File: src/rtl/tok_rr_pkg.sv
// Shared helpers for the token-ring arbiter.
// Assumes index arguments lie in 0..n-1.
package tok_rr_pkg;

    // Master index served by position pos of the slice anchored at base
    function automatic int unsigned ring_idx(int unsigned base, int unsigned pos, int unsigned n);
        return (base + pos) % n;
    endfunction

endpackage

File: src/rtl/tok_ring.sv
// One-hot token ring. Reset parks the token on bit 0; every acknowledge
// moves it one bit upward, wrapping at the top.
// Assumes N >= 2.
module tok_ring #(
    parameter int N = 4
) (
    input  logic         clk,
    input  logic         rst_n,
    input  logic         adv,
    output logic [N-1:0] token
);
    localparam logic [N-1:0] HOME = N'(1);

    // Rotate the token on acknowledge, reload it on reset
    always_ff @(posedge clk) begin
        if (!rst_n)
            token <= HOME;
        else if (adv)
            token <= {token[N-2:0], token[N-1]};
    end

endmodule

File: src/rtl/tok_prio_slice.sv
// Fixed-priority slice: input bit 0 ranks highest. It grants the lowest set
// bit while enabled and drives all zeros while disabled.
// Assumes N >= 1.
module tok_prio_slice #(
    parameter int N = 4
) (
    input  logic         en,
    input  logic [N-1:0] in_vec,
    output logic [N-1:0] out_vec
);
    // Pass the first set bit through and block every bit after it
    always_comb begin
        logic blocked;
        blocked = 1'b0;
        for (int i = 0; i < N; i++) begin
            out_vec[i] = en & in_vec[i] & ~blocked;
            blocked    = blocked | in_vec[i];
        end
    end

endmodule

File: src/rtl/tok_rr_arbiter.sv
// Round-robin bus arbiter. A one-hot token enables one of N fixed-priority
// slices. Each slice sees the requests pre-rotated to its own start index.
// The slice outputs are rotated back and ORed into a one-hot grant.
// Assumes NUM_MASTERS is 2 or 4; the grant is combinational.
module tok_rr_arbiter
    import tok_rr_pkg::*;
#(
    parameter int NUM_MASTERS = 4
) (
    input  logic                   clk,
    input  logic                   rst_n,
    input  logic [NUM_MASTERS-1:0] req,
    input  logic                   ack,
    output logic [NUM_MASTERS-1:0] grant
);
    localparam int N = NUM_MASTERS;

    logic [N-1:0] token_q;
    logic [N-1:0] rot_req [N];
    logic [N-1:0] sl_out  [N];

    tok_ring #(.N(N)) u_ring (
        .clk   (clk),
        .rst_n (rst_n),
        .adv   (ack),
        .token (token_q)
    );

    for (genvar k = 0; k < N; k++) begin : g_slice
        for (genvar j = 0; j < N; j++) begin : g_rot
            assign rot_req[k][j] = req[ring_idx(k, j, N)];
        end

        tok_prio_slice #(.N(N)) u_slice (
            .en      (token_q[k]),
            .in_vec  (rot_req[k]),
            .out_vec (sl_out[k])
        );
    end

    // Map each slice output back to its master and OR all slices together
    always_comb begin
        grant = '0;
        for (int k = 0; k < N; k++)
            for (int j = 0; j < N; j++)
                grant[ring_idx(k, j, N)] = grant[ring_idx(k, j, N)] | sl_out[k][j];
    end

endmodule

File: config.mk
export PLATFORM = sky130hd
export DESIGN_NAME = tok_rr_arbiter
export DESIGN_NICKNAME = d
export VERILOG_FILES = /design/src/rtl/tok_rr_pkg.sv /design/src/rtl/tok_ring.sv /design/src/rtl/tok_prio_slice.sv /design/src/rtl/tok_rr_arbiter.sv
export SDC_FILE = /design/constraint.sdc
export NUM_CORES = 1
export LEC_CHECK = 0
export BUFFER_PORTS_ARGS = -buffer_cell sky130_fd_sc_hd__buf_4
export CAP_MARGIN = 15
export CORE_AREA = 4 4 41 43
export CTS_CLUSTER_SIZE = 12
export DETAILED_ROUTE_END_ITERATION = 8
export DIE_AREA = 0 0 45 47
export PLACE_DENSITY = 0.54
export SLEW_MARGIN = 15
export SYNTH_ARGS = -nofsm -noshare
export SYNTH_HDL_FRONTEND = slang
export SYNTH_HIERARCHICAL = 1
export SYNTH_SLANG_ARGS = --single-unit
export TNS_END_PERCENT = 1
File: constraint.sdc
create_clock -name clk -period 1.4 [get_ports clk]
set_input_delay 0.28 -clock clk [delete_from_list [all_inputs] [get_ports clk]]
set_output_delay 0.28 -clock clk [all_outputs]
set_load 0.02 [all_outputs]
* Yosys cells after proc, flatten, opt, wreduce, memory -nomap -nowiden *
Index checks and enable logic that the tools add are counted.

cells by class
  bitwise operators = 60

operators with widths
  cell               number
  bitwise AND 1 bit  28
  OR 1 bit           20
  inverter 1 bit     12

storage, ports and cells
  output and inout port bits = 4
  register bits after elaboration = 4
  word-level logic and storage cells = 61
  input bits = 7

* Longest topological paths before layout *
Gate-level depths: netlist of the first run.

  word-level depth = 7
  depth in mapped cells = 3
  depth with buffers taken out = 3

* Cells and area by module *
Netlist of the first run, hierarchy kept.

modules (own cells, without submodules)
  module          seq. area each (um2)  area an instance (um2)  cells each  instances
  tok_prio_slice  0.0                   65.1                    6           4
  tok_ring        80.1                  147.6                   13          1
  tok_rr_arbiter  0.0                   30.0                    4           1

* Worst setup path after synthesis of the first run *
OpenSTA, ideal clock, no wires.

  kind = register -> output
  start = reg u_ring.token[1]
  end = out grant[1]
  cell stages (with the launch flop) = 3
  path slack = -0.024 ns
  buffers on the path = 0
  arrival = 1.144 ns
  cell sequence = dfxtp_1 > and2_2 > or4_1

RTL lines
  what                      line                  text
  start: declaration        tok_ring.sv:10        output logic [N-1:0] token
  start signal: assignment  tok_ring.sv:19        token <= {token[N-2:0], token[N-1]};
  end: declaration          tok_rr_arbiter.sv:14  output logic [NUM_MASTERS-1:0] grant

==> results of run 1 <==
power breakdown:
group	internal, mW	switching [mW]
Clock	0.0958	0.0462
Combinational	0.0978	0.0637
Sequential	0.121	0.00849
cell type report:
cell class	count	area share, %
tap	15	2.68
clock buffer	3	3.21
timing repair buffer	22	28.0
multi-input combinational	32	51.4
sequential	4	12.5
inverter	4	2.14
cell families after synthesis:
family | Yosys count | share of synthesized area (%)
buffers and inverters | 5 | 4.57
DFF | 4 | 18.3
muxes | 4 | 9.14
and+or+nand+nor | 28 | 68.0
cells in the final DEF (no fill, tap or decap):
cell type	n
sky130_fd_sc_hd__buf_6	5
sky130_fd_sc_hd__dfxtp_2	3
sky130_fd_sc_hd__nor2_1	3
sky130_fd_sc_hd__inv_1	4
sky130_fd_sc_hd__and2_4	4
sky130_fd_sc_hd__dfxtp_4	1
sky130_fd_sc_hd__nor3b_2	4
sky130_fd_sc_hd__nor2_2	1
sky130_fd_sc_hd__buf_4	16
sky130_fd_sc_hd__buf_12	1
sky130_fd_sc_hd__nand2_1	1
sky130_fd_sc_hd__or4_4	4
sky130_fd_sc_hd__nor2b_1	3
sky130_fd_sc_hd__clkbuf_4	3
sky130_fd_sc_hd__nand2b_4	4
sky130_fd_sc_hd__nor4b_4	4
sky130_fd_sc_hd__mux2i_1	4
metal layers:
metal	routed length, um	share of wire (%)
met5	0	0
met4	17	1.9
met3	51	5.8
met2	459	52
met1	346	40
what timing repair did:
action,CTS,global route
setup buffers,1,0
pin swaps,4,2
gates resized for setup,16,2
endpoints found under the setup margin,4,4
worst paths after layout:
path         cells after the start               to  slack (ps)
max                              4         grant[1]        -260
min                              2  u_ring/token[0]         220
max reg2reg                      3  u_ring/token[3]         630
min reg2reg                      3  u_ring/token[0]         590
per-stage QoR:
step / TNS [ps] / hold slack [ps] / cell area [sq um]
3_5_place_dp: -611 / 475 / 626
5_1_grt: -1190 / 225 / 701
4_1_cts: -1060 / 214 / 694
3_3_place_gp: -608 / 470 / 626
2_1_floorplan: -9.28 / 342 / 442
6_report: -1010 / 219 / 701
critical path, stage by stage (launching register included):
cell and delay (ps):
sky130_fd_sc_hd__dfxtp_2 330, sky130_fd_sc_hd__nand2b_4 100, sky130_fd_sc_hd__nor2_1 50, sky130_fd_sc_hd__or4_4 520, sky130_fd_sc_hd__buf_6 140
==> qor.yml, run 1 <==
outcome: "finished with violations"
violations_in_the_final_reports: "setup timing"
post-synth-top-area-cell: "sky130_fd_sc_hd__nor4b_4"
synth_seq_area_share_pct: 18.3
synth_top_area_share_pct: 21.7
place_worst_setup_slack_ps: -163
antenna-diode-count: 0
die_width_um: 45
timing.critical_path.from: "u_ring/token[0]"
critPathRequiredTime_ps: 1120
top_regs: "u_ring/token x4"
numPlacedInstances: 76
route.detailed.wl_per_inst_um: 10.9
via_count_of_the_first_global_routing_pass: 361
io-pin-count: 11
multi_input_comb_area_sq_um: 360
chipHeight_um: 47
hold_viol_final: 0
path_clk_slew_ps: 40
num_rows: 13
ir_worst_vdd_mv: 0.414
clock-skew-final_ps: 0.135
netlist_area_sq_um: 438
final-setup-viol-count: 4
totalWireLength_um: 875
io_buffer_count: 10
post_cts_hold_buffer_count: 0
max_clock_freq_mhz: 603
grt_use_met3_pct: 2.30
gr-total-overflow: 0
netlist_top_cells_area: "sky130_fd_sc_hd__nor4b_4 22%, sky130_fd_sc_hd__dfxtp_1 18%, sky130_fd_sc_hd__nand2b_4 13%"
clk_path_buf_depth: 2
post-route-period-util_pct: 118
avgSynthCellArea_sq_um: 10.7
syn-num-nets: 48
syn-instance-count: 41
utilization_pct: 53.8
detailedPlacementHpwl_um: 699
syn_to_final_growth_pct: 60.0
cp-end-kind: "primary output"
worst_ep_arrival_time_ps: 1380
cts-htree-levels: 1
timing.hold.worst.start: "rst_n"
nNetsFinal: 74
gr-max-usage-layer: "met2"
tritoncts.num_buffers: 3
synthFlopType: "sky130_fd_sc_hd__dfxtp_1"
timing.max_slew.rel_slack_pct: 87.3
setup.worst_path.class: "register to primary output"
synth.ff_latch_count: 4
final-max-slew-violation-count: 0
sequential_cell_area_sq_um: 87.6
grt_pass1_wl_um: 1610
die-area_sq_um: 2120
largest_reg_flops: 4
post-route-drc-count: 0
synth-edff-count: 0
cts_num_sinks: 4
layout.filler_cells: 131
timing.final.crit_period_ps: 1660
worst_min_path_class: "input port to register"
post_route_ant_nets: 0
grt_use_met2_pct: 16.4
rsz0062_at_grt: "true"
clk-insertion-delay-late_ps: 230
crit_fanout: 3
routed-via-count: 368
share_of_synthesized_registers_carrying_an_async_set_or_reset_pct: 0
first_pass_detailed_route_iteration_total: 1
worst_slew_pin_slew_ps: 189
final_layout_size_suffix_gt1_share_pct: 76.9
worstReg2RegStart: "u_ring/token[2]"
clk_root_buffer_cell: "sky130_fd_sc_hd__clkbuf_4"
maxCapViolCount: 0
grt_max_degree: 9
p_per_area_nw_per_um2: 618
grt_antenna_before_repair: 0
effective_utilization_at_floorplan_pct: 33.7
power_consumption_mw: 0.433
yosys_warnings: 6
post-route-worst-setup-slack_ps: -258
dr.first_iter.drc_count: 0
drt-vias-per-instance: 4.60
design.core.area_sq_um: 1300
grt_util_all_layers_pct: 10.9
cellLeakagePower_nw: 0.334
synth_cell_types: 12
cp-start-kind: "register"
routabilityCongestion: 0.639
tritoncts: "done"
final_cell_count_no_fill: 80
global_route.usage.met1_pct: 13.4
register_with_the_most_flip_flops: "u_ring/token"
Power figures use the tool's default switching activity.
==> inputs of run 2 (changes only) <==
- CORE_AREA: 4 4 41 43 -> 5 5 42 44
- DIE_AREA: 0 0 45 47 -> 0 0 47 49
==> run 2 against run 1 <==
The run still ends with setup timing left. Total power fell by 4.6%. Wire length fell by 8.1%. Via count fell by 4.3%. First-iteration DRC count did not move. Clock power barely moved. Fmax fell by 0.19%. Combinational power fell by 11%. Sequential cell count did not move. Non-clock buffer count fell by 5. Largest cell class unchanged. Largest power group unchanged. Highest routed layer is now met3.
==> qor.yml, run 2 (same netlist as run 1, synthesis figures left out) <==
outcome: "finished with violations"  # unchanged
violations_in_the_final_reports: "setup timing"  # unchanged
routed-via-count: 352  # was 368
worst_min_path_class: "input port to register"  # unchanged
cell_internal_pwr_mw: 0.302  # was 0.315 mW
cts-htree-levels: 1  # unchanged
io-pin-count: 11  # unchanged
cellLeakagePower_nw: 0.302  # was 0.334 nW
post_route_ant_nets: 0  # unchanged
critical-path-slowest-cell: "sky130_fd_sc_hd__or4_4"  # unchanged
cp-end-kind: "primary output"  # unchanged
post_cts_hold_buffer_count: 0  # unchanged
post-route-drc-count: 0  # unchanged
cts_num_sinks: 4  # unchanged
effective_utilization_at_floorplan_pct: 31.3  # was 33.7%
die_width_um: 47  # was 45 um
clock-skew-final_ps: 1.24  # was 0.135 ps
detailedPlacementHpwl_um: 673  # was 699 um
num_rows: 14  # was 13
die-area_sq_um: 2300  # was 2120 sq um
gr-total-overflow: 0  # unchanged
antenna-diode-count: 0  # unchanged
crit_fanout: 3  # unchanged
setup.worst_path.class: "register to primary output"  # unchanged
chipHeight_um: 49  # was 47 um
mostFrequentLayoutCell: "sky130_fd_sc_hd__buf_4"  # unchanged
io_buffer_count: 10  # unchanged
register_with_the_most_flip_flops: "u_ring/token"  # unchanged
ir_worst_vdd_mv: 0.341  # was 0.414 mV
placed_area_sq_um: 577  # was 626 sq um
grt_pass1_wl_um: 1360  # was 1610 um
critical_path.max_stage_delay_ps: 520  # about the same
post-route-period-util_pct: 119  # was 118%
final-setup-viol-count: 4  # unchanged
maxCapViolCount: 0  # unchanged
clk_root_buffer_cell: "sky130_fd_sc_hd__clkbuf_4"  # unchanged
power_switching_share_pct: 27.0  # was 27.3%
rsz0062_at_grt: "true"  # unchanged
totalWireLength_um: 804  # was 875 um
syn_to_final_growth_pct: 46.3  # was 60.0%
post-route-worst-setup-slack_ps: -261  # was -258 ps
final-max-slew-violation-count: 0  # unchanged
power_consumption_mw: 0.413  # was 0.433 mW
tritoncts.num_buffers: 3  # unchanged
postLayoutCellArea_sq_um: 641  # was 701 sq um
cp-start-kind: "register"  # unchanged
path_clk_slew_ps: 40  # about the same
critPathRequiredTime_ps: 1120  # about the same
p_per_area_nw_per_um2: 645  # was 618 nW/um^2
clk_path_buf_depth: 2  # unchanged
timing.max_slew.rel_slack_pct: 87.4  # was 87.3%
grt_max_degree: 9  # unchanged
first_pass_detailed_route_iteration_total: 1  # unchanged
p_clk_share_pct: 33.9  # was 32.8%
largest_reg_flops: 4  # unchanged
route.detailed.wl_per_inst_um: 10.6  # was 10.9 um
worst_slew_pin_slew_ps: 188  # was 189 ps
final_layout_size_suffix_gt1_share_pct: 73.3  # was 76.9%
layout.filler_cells: 154  # was 131
design.core.area_sq_um: 1400  # was 1300 sq um
grt_util_all_layers_pct: 8.17  # was 10.9%
top_regs: "u_ring/token x4"  # unchanged
timing.final.crit_period_ps: 1660  # about the same
grt_antenna_before_repair: 0  # unchanged
worst-r2r-cell-count: 3  # unchanged
worstHoldPathCells: 2  # unchanged
proportion_of_power_drawn_by_flip_flops_and_latches_pct: 31.6  # was 30.0%
via_count_of_the_first_global_routing_pass: 348  # was 361
timing.critical_path.cells: "and2_4, or4_4, buf_6"  # was nand2b_4, nor2_1, or4_4, buf_6
worst_ep_arrival_time_ps: 1380  # about the same
hold_viol_final: 0  # unchanged
clk-insertion-delay-late_ps: 230  # about the same
tritoncts: "done"  # unchanged
hold_ws_ps: 222  # was 219 ps
nNetsFinal: 69  # was 74
total_switching_power_mw: 0.112  # was 0.118 mW
pwr-share-comb_pct: 34.6  # was 37.3%
max_clock_freq_mhz: 602  # was 603 MHz
routabilityCongestion: 0.691  # was 0.639
dr.first_iter.drc_count: 0  # unchanged
drt-vias-per-instance: 4.63  # was 4.60
==> run 2: power groups by stage <==
stage,clock [mW],sequential (mW),combinational [mW]
finish,0.140,0.131,0.143
global route,0.151,0.132,0.154
CTS,0.149,0.131,0.140
detailed placement,0,0.131,0.129
global placement,0,0.131,0.130
floorplan,0,0.130,0.0674
==> run 2: final timing paths <==
kind                    from               to  slack (ps)
min                    rst_n  u_ring/token[0]         220
max          u_ring/token[3]         grant[3]        -260
min reg2reg  u_ring/token[3]  u_ring/token[0]         620
max reg2reg  u_ring/token[3]  u_ring/token[0]         640
==> run 2: area by class of cell <==
type	instances	area [sq um]	share of cell area, %
multi-input combinational	32	355	55.5
timing repair buffer	17	143	22.3
sequential	4	85.1	13.3
clock buffer	3	22.5	3.52
tap	16	20.0	3.13
inverter	4	15.0	2.34
==> run 2: repair_timing <==
item | CTS | global route
setup buffers | 0 | 1
setup endpoints to repair | 4 | 4
gates resized for setup | 11 | 2
pin swaps | 2 | 0
==> run 2: worst max-delay path, delay by kind of cell, from the launching register on <==
family / cells / cell delay (ps)
buffers and inverters: 1 / 150
flip-flops: 1 / 330
AND/OR/NAND/NOR: 2 / 670
==> run 2: per-stage QoR <==
step           std cells  util (%)  TNS (ps)  setup slack, ps
4_1_cts               75      44.6     -1090             -277
5_1_grt               76      45.7     -1140             -287
2_1_floorplan         41         -     -9.28            -9.28
6_report              76      45.7      -996             -261
3_3_place_gp          72      41.2      -794             -217
3_5_place_dp          72      41.2      -800             -214
==> run 2: routing by layer <==
| metal | track usage [%] | up-vias | part of all wire, % |
|---|---|---|---|
| met2 | 12.2 | 8 | 53 |
| met1 | 9.67 | 162 | 40 |
| met4 | 6.91 | 0 | 0 |
| met3 | 1.11 | 0 | 6.7 |
| li1 | - | 182 | - |
| met5 | 0 | - | 0 |
==> inputs of run 3 (changes only) <==
- BUFFER_PORTS_ARGS: -buffer_cell sky130_fd_sc_hd__buf_4 -> unset
- CORE_AREA: 5 5 42 44 -> 2 2 39 41
- DIE_AREA: 0 0 47 49 -> 0 0 41 43
- DONT_BUFFER_PORTS: unset -> 1
- PLACE_DENSITY: 0.54 -> 0.47
==> run 3 against run 2 <==
The flow still finishes with violations (setup timing). Core utilization fell by 6.7 points. Sequential power decreased by 3%. Combinational power shrank 38%. Global-route usage increased by 3.5 points. Critical path depth unchanged. Critical path type unchanged. Sequential share of layout area grew 4.3 points.
==> qor.yml, run 3 (same netlist as run 1, synthesis figures left out) <==
outcome: "finished with violations"  # unchanged
violations_in_the_final_reports: "setup timing"  # unchanged
largest_reg_flops: 4  # unchanged
dr.first_iter.drc_count: 0  # unchanged
worst_ep_arrival_time_ps: 1290  # was 1380 ps
m1WireLength_um: 335  # was 324 um
grt_pass1_wl_um: 1350  # was 1360 um
numPlacedInstances: 60  # was 72
placed_area_sq_um: 487  # was 577 sq um
route.detailed.wl_per_inst_um: 13.8  # was 10.6 um
post-route-period-util_pct: 112  # was 119%
ir_worst_vdd_mv: 0.334  # was 0.341 mV
p_per_area_nw_per_um2: 655  # was 645 nW/um^2
routabilityCongestion: 0.667  # was 0.691
num_rows: 14  # unchanged
register_with_the_most_flip_flops: "u_ring/token"  # unchanged
top_regs: "u_ring/token x4"  # unchanged
tritoncts: "done"  # unchanged
nNetsFinal: 56  # was 69
post_cts_hold_buffer_count: 0  # unchanged
multi_input_comb_area_sq_um: 358  # was 355 sq um
grt_antenna_before_repair: 0  # unchanged
post-route-drc-count: 0  # unchanged
tritoncts.num_buffers: 3  # unchanged
route.met3.wl_um: 69  # was 54 um
proportion_of_power_drawn_by_flip_flops_and_latches_pct: 35.9  # was 31.6%
design.core.area_sq_um: 1380  # was 1400 sq um
dr.max_layer_used: "met3"  # unchanged
timing.final.crit_period_ps: 1570  # was 1660 ps
drt-vias-per-instance: 4.94  # was 4.63
first_pass_detailed_route_iteration_total: 1  # unchanged
antenna-diode-count: 0  # unchanged
grt_max_degree: 9  # unchanged
clock-skew-final_ps: 5.02  # was 1.24 ps
chipHeight_um: 43  # was 49 um
crit_fanout: 3  # unchanged
cts_num_sinks: 4  # unchanged
setup.worst_path.class: "register to primary output"  # unchanged
clk-insertion-delay-late_ps: 230  # about the same
die_width_um: 41  # was 47 um
final-setup-viol-count: 4  # unchanged
maxCapViolCount: 0  # unchanged
pwr-share-comb_pct: 24.9  # was 34.6%
cts-htree-levels: 1  # unchanged
layout.filler_cells: 138  # was 154
final-max-slew-violation-count: 0  # unchanged
die-area_sq_um: 1760  # was 2300 sq um
hold_viol_final: 0  # unchanged
cp-end-kind: "primary output"  # unchanged
cp-start-kind: "register"  # unchanged
worst_min_path_class: "input port to register"  # unchanged
rsz0062_at_grt: "true"  # unchanged
io_buffer_count: 0  # was 10
gr-total-overflow: 0  # unchanged
sequential_cell_area_sq_um: 95.1  # was 85.1 sq um
p_clk_share_pct: 39.3  # was 33.9%
io-pin-count: 11  # unchanged
cellLeakagePower_nw: 0.237  # was 0.302 nW
post_route_ant_nets: 0  # unchanged
routed-via-count: 311  # was 352
post-route-worst-setup-slack_ps: -171  # was -261 ps
via_count_of_the_first_global_routing_pass: 323  # was 348
final_cell_count_no_fill: 63  # was 76
effective_utilization_at_floorplan_pct: 31.6  # was 31.3%
syn_to_final_growth_pct: 23.4  # was 46.3%
total_switching_power_mw: 0.0857  # was 0.112 mW
totalWireLength_um: 869  # was 804 um
cell_internal_pwr_mw: 0.268  # was 0.302 mW
detailedPlacementHpwl_um: 655  # was 673 um
power_switching_share_pct: 24.2  # was 27.0%
clk_path_buf_depth: 2  # unchanged
postLayoutCellArea_sq_um: 541  # was 641 sq um
final_layout_size_suffix_gt1_share_pct: 66.0  # was 73.3%
timing.max_slew.rel_slack_pct: 86.6  # was 87.4%
path_clk_slew_ps: 40  # about the same
max_clock_freq_mhz: 636  # was 602 MHz
worst_slew_pin_slew_ps: 199  # was 188 ps
grt_util_all_layers_pct: 11.6  # was 8.17%
clk_root_buffer_cell: "sky130_fd_sc_hd__clkbuf_4"  # unchanged
post-cts-setup-buffer-count: 0  # unchanged
dr_wl_met2_um: 464  # was 425 um
critPathRequiredTime_ps: 1120  # about the same
run 3: changes by cell type in the layout (fill, tap and decap cells not counted), sizes merged:
cell  change
buf      -13
run 3: power groups by stage:
stage | Clock, mW | Sequential, mW | Combinational (mW)
5_1_grt | 0.155 | 0.129 | 0.0925
2_1_floorplan | 0 | 0.130 | 0.0674
6_report | 0.139 | 0.127 | 0.0880
4_1_cts | 0.148 | 0.129 | 0.0864
3_5_place_dp | 0 | 0.131 | 0.0793
3_3_place_gp | 0 | 0.131 | 0.0785
run 3: what timing repair did:
item	in CTS	in global routing
pin swaps	5	4
setup endpoints to repair	4	4
resized for setup	10	5
cloned	0	0
endpoints found under the hold margin	0	0
run 3: final timing paths:
check	start	to	slack (ps)	cells past startpoint
worst min register to register	u_ring/token[0]	u_ring/token[0]	600	3
worst min-delay path	rst_n	u_ring/token[0]	110	1
worst max-delay path	u_ring/token[0]	grant[1]	-170	3
worst max register to register	u_ring/token[1]	u_ring/token[2]	620	3
run 3: critical path, cell delays in order, from the launching register on:
cell and delay [ps]:
sky130_fd_sc_hd__dfxtp_4 350, sky130_fd_sc_hd__nand2b_4 90, sky130_fd_sc_hd__nor2_1 50, sky130_fd_sc_hd__or4_4 570
run 3: metal layers:
layer  track usage [%]  up-vias
met3              2.09        0
met2              18.1        8
met4              10.0        0
li1                  -      157
met5                 0        -
met1              12.5      146
run 3: layout make-up:
class | count | share of cell area, %
Clock buffer | 3 | 4.17
Inverter | 4 | 2.78
Multi-Input combinational cell | 32 | 66.2
Sequential cell | 4 | 17.6
Tap cell | 16 | 3.70
Timing Repair Buffer | 4 | 5.56
run 3: metrics by stage:
step	utilization [%]	power, mW	TNS [ps]	setup WS (ps)	hold slack, ps
finish	39.1	0.354	-656	-171	108
detailed placement	35.2	0.211	-59.1	-22.5	349
CTS	38.4	0.364	-739	-196	99.4
global placement	35.2	0.209	-25.8	-16.1	352
global route	39.1	0.376	-755	-194	113
floorplan	-	0.198	-9.28	-9.28	342
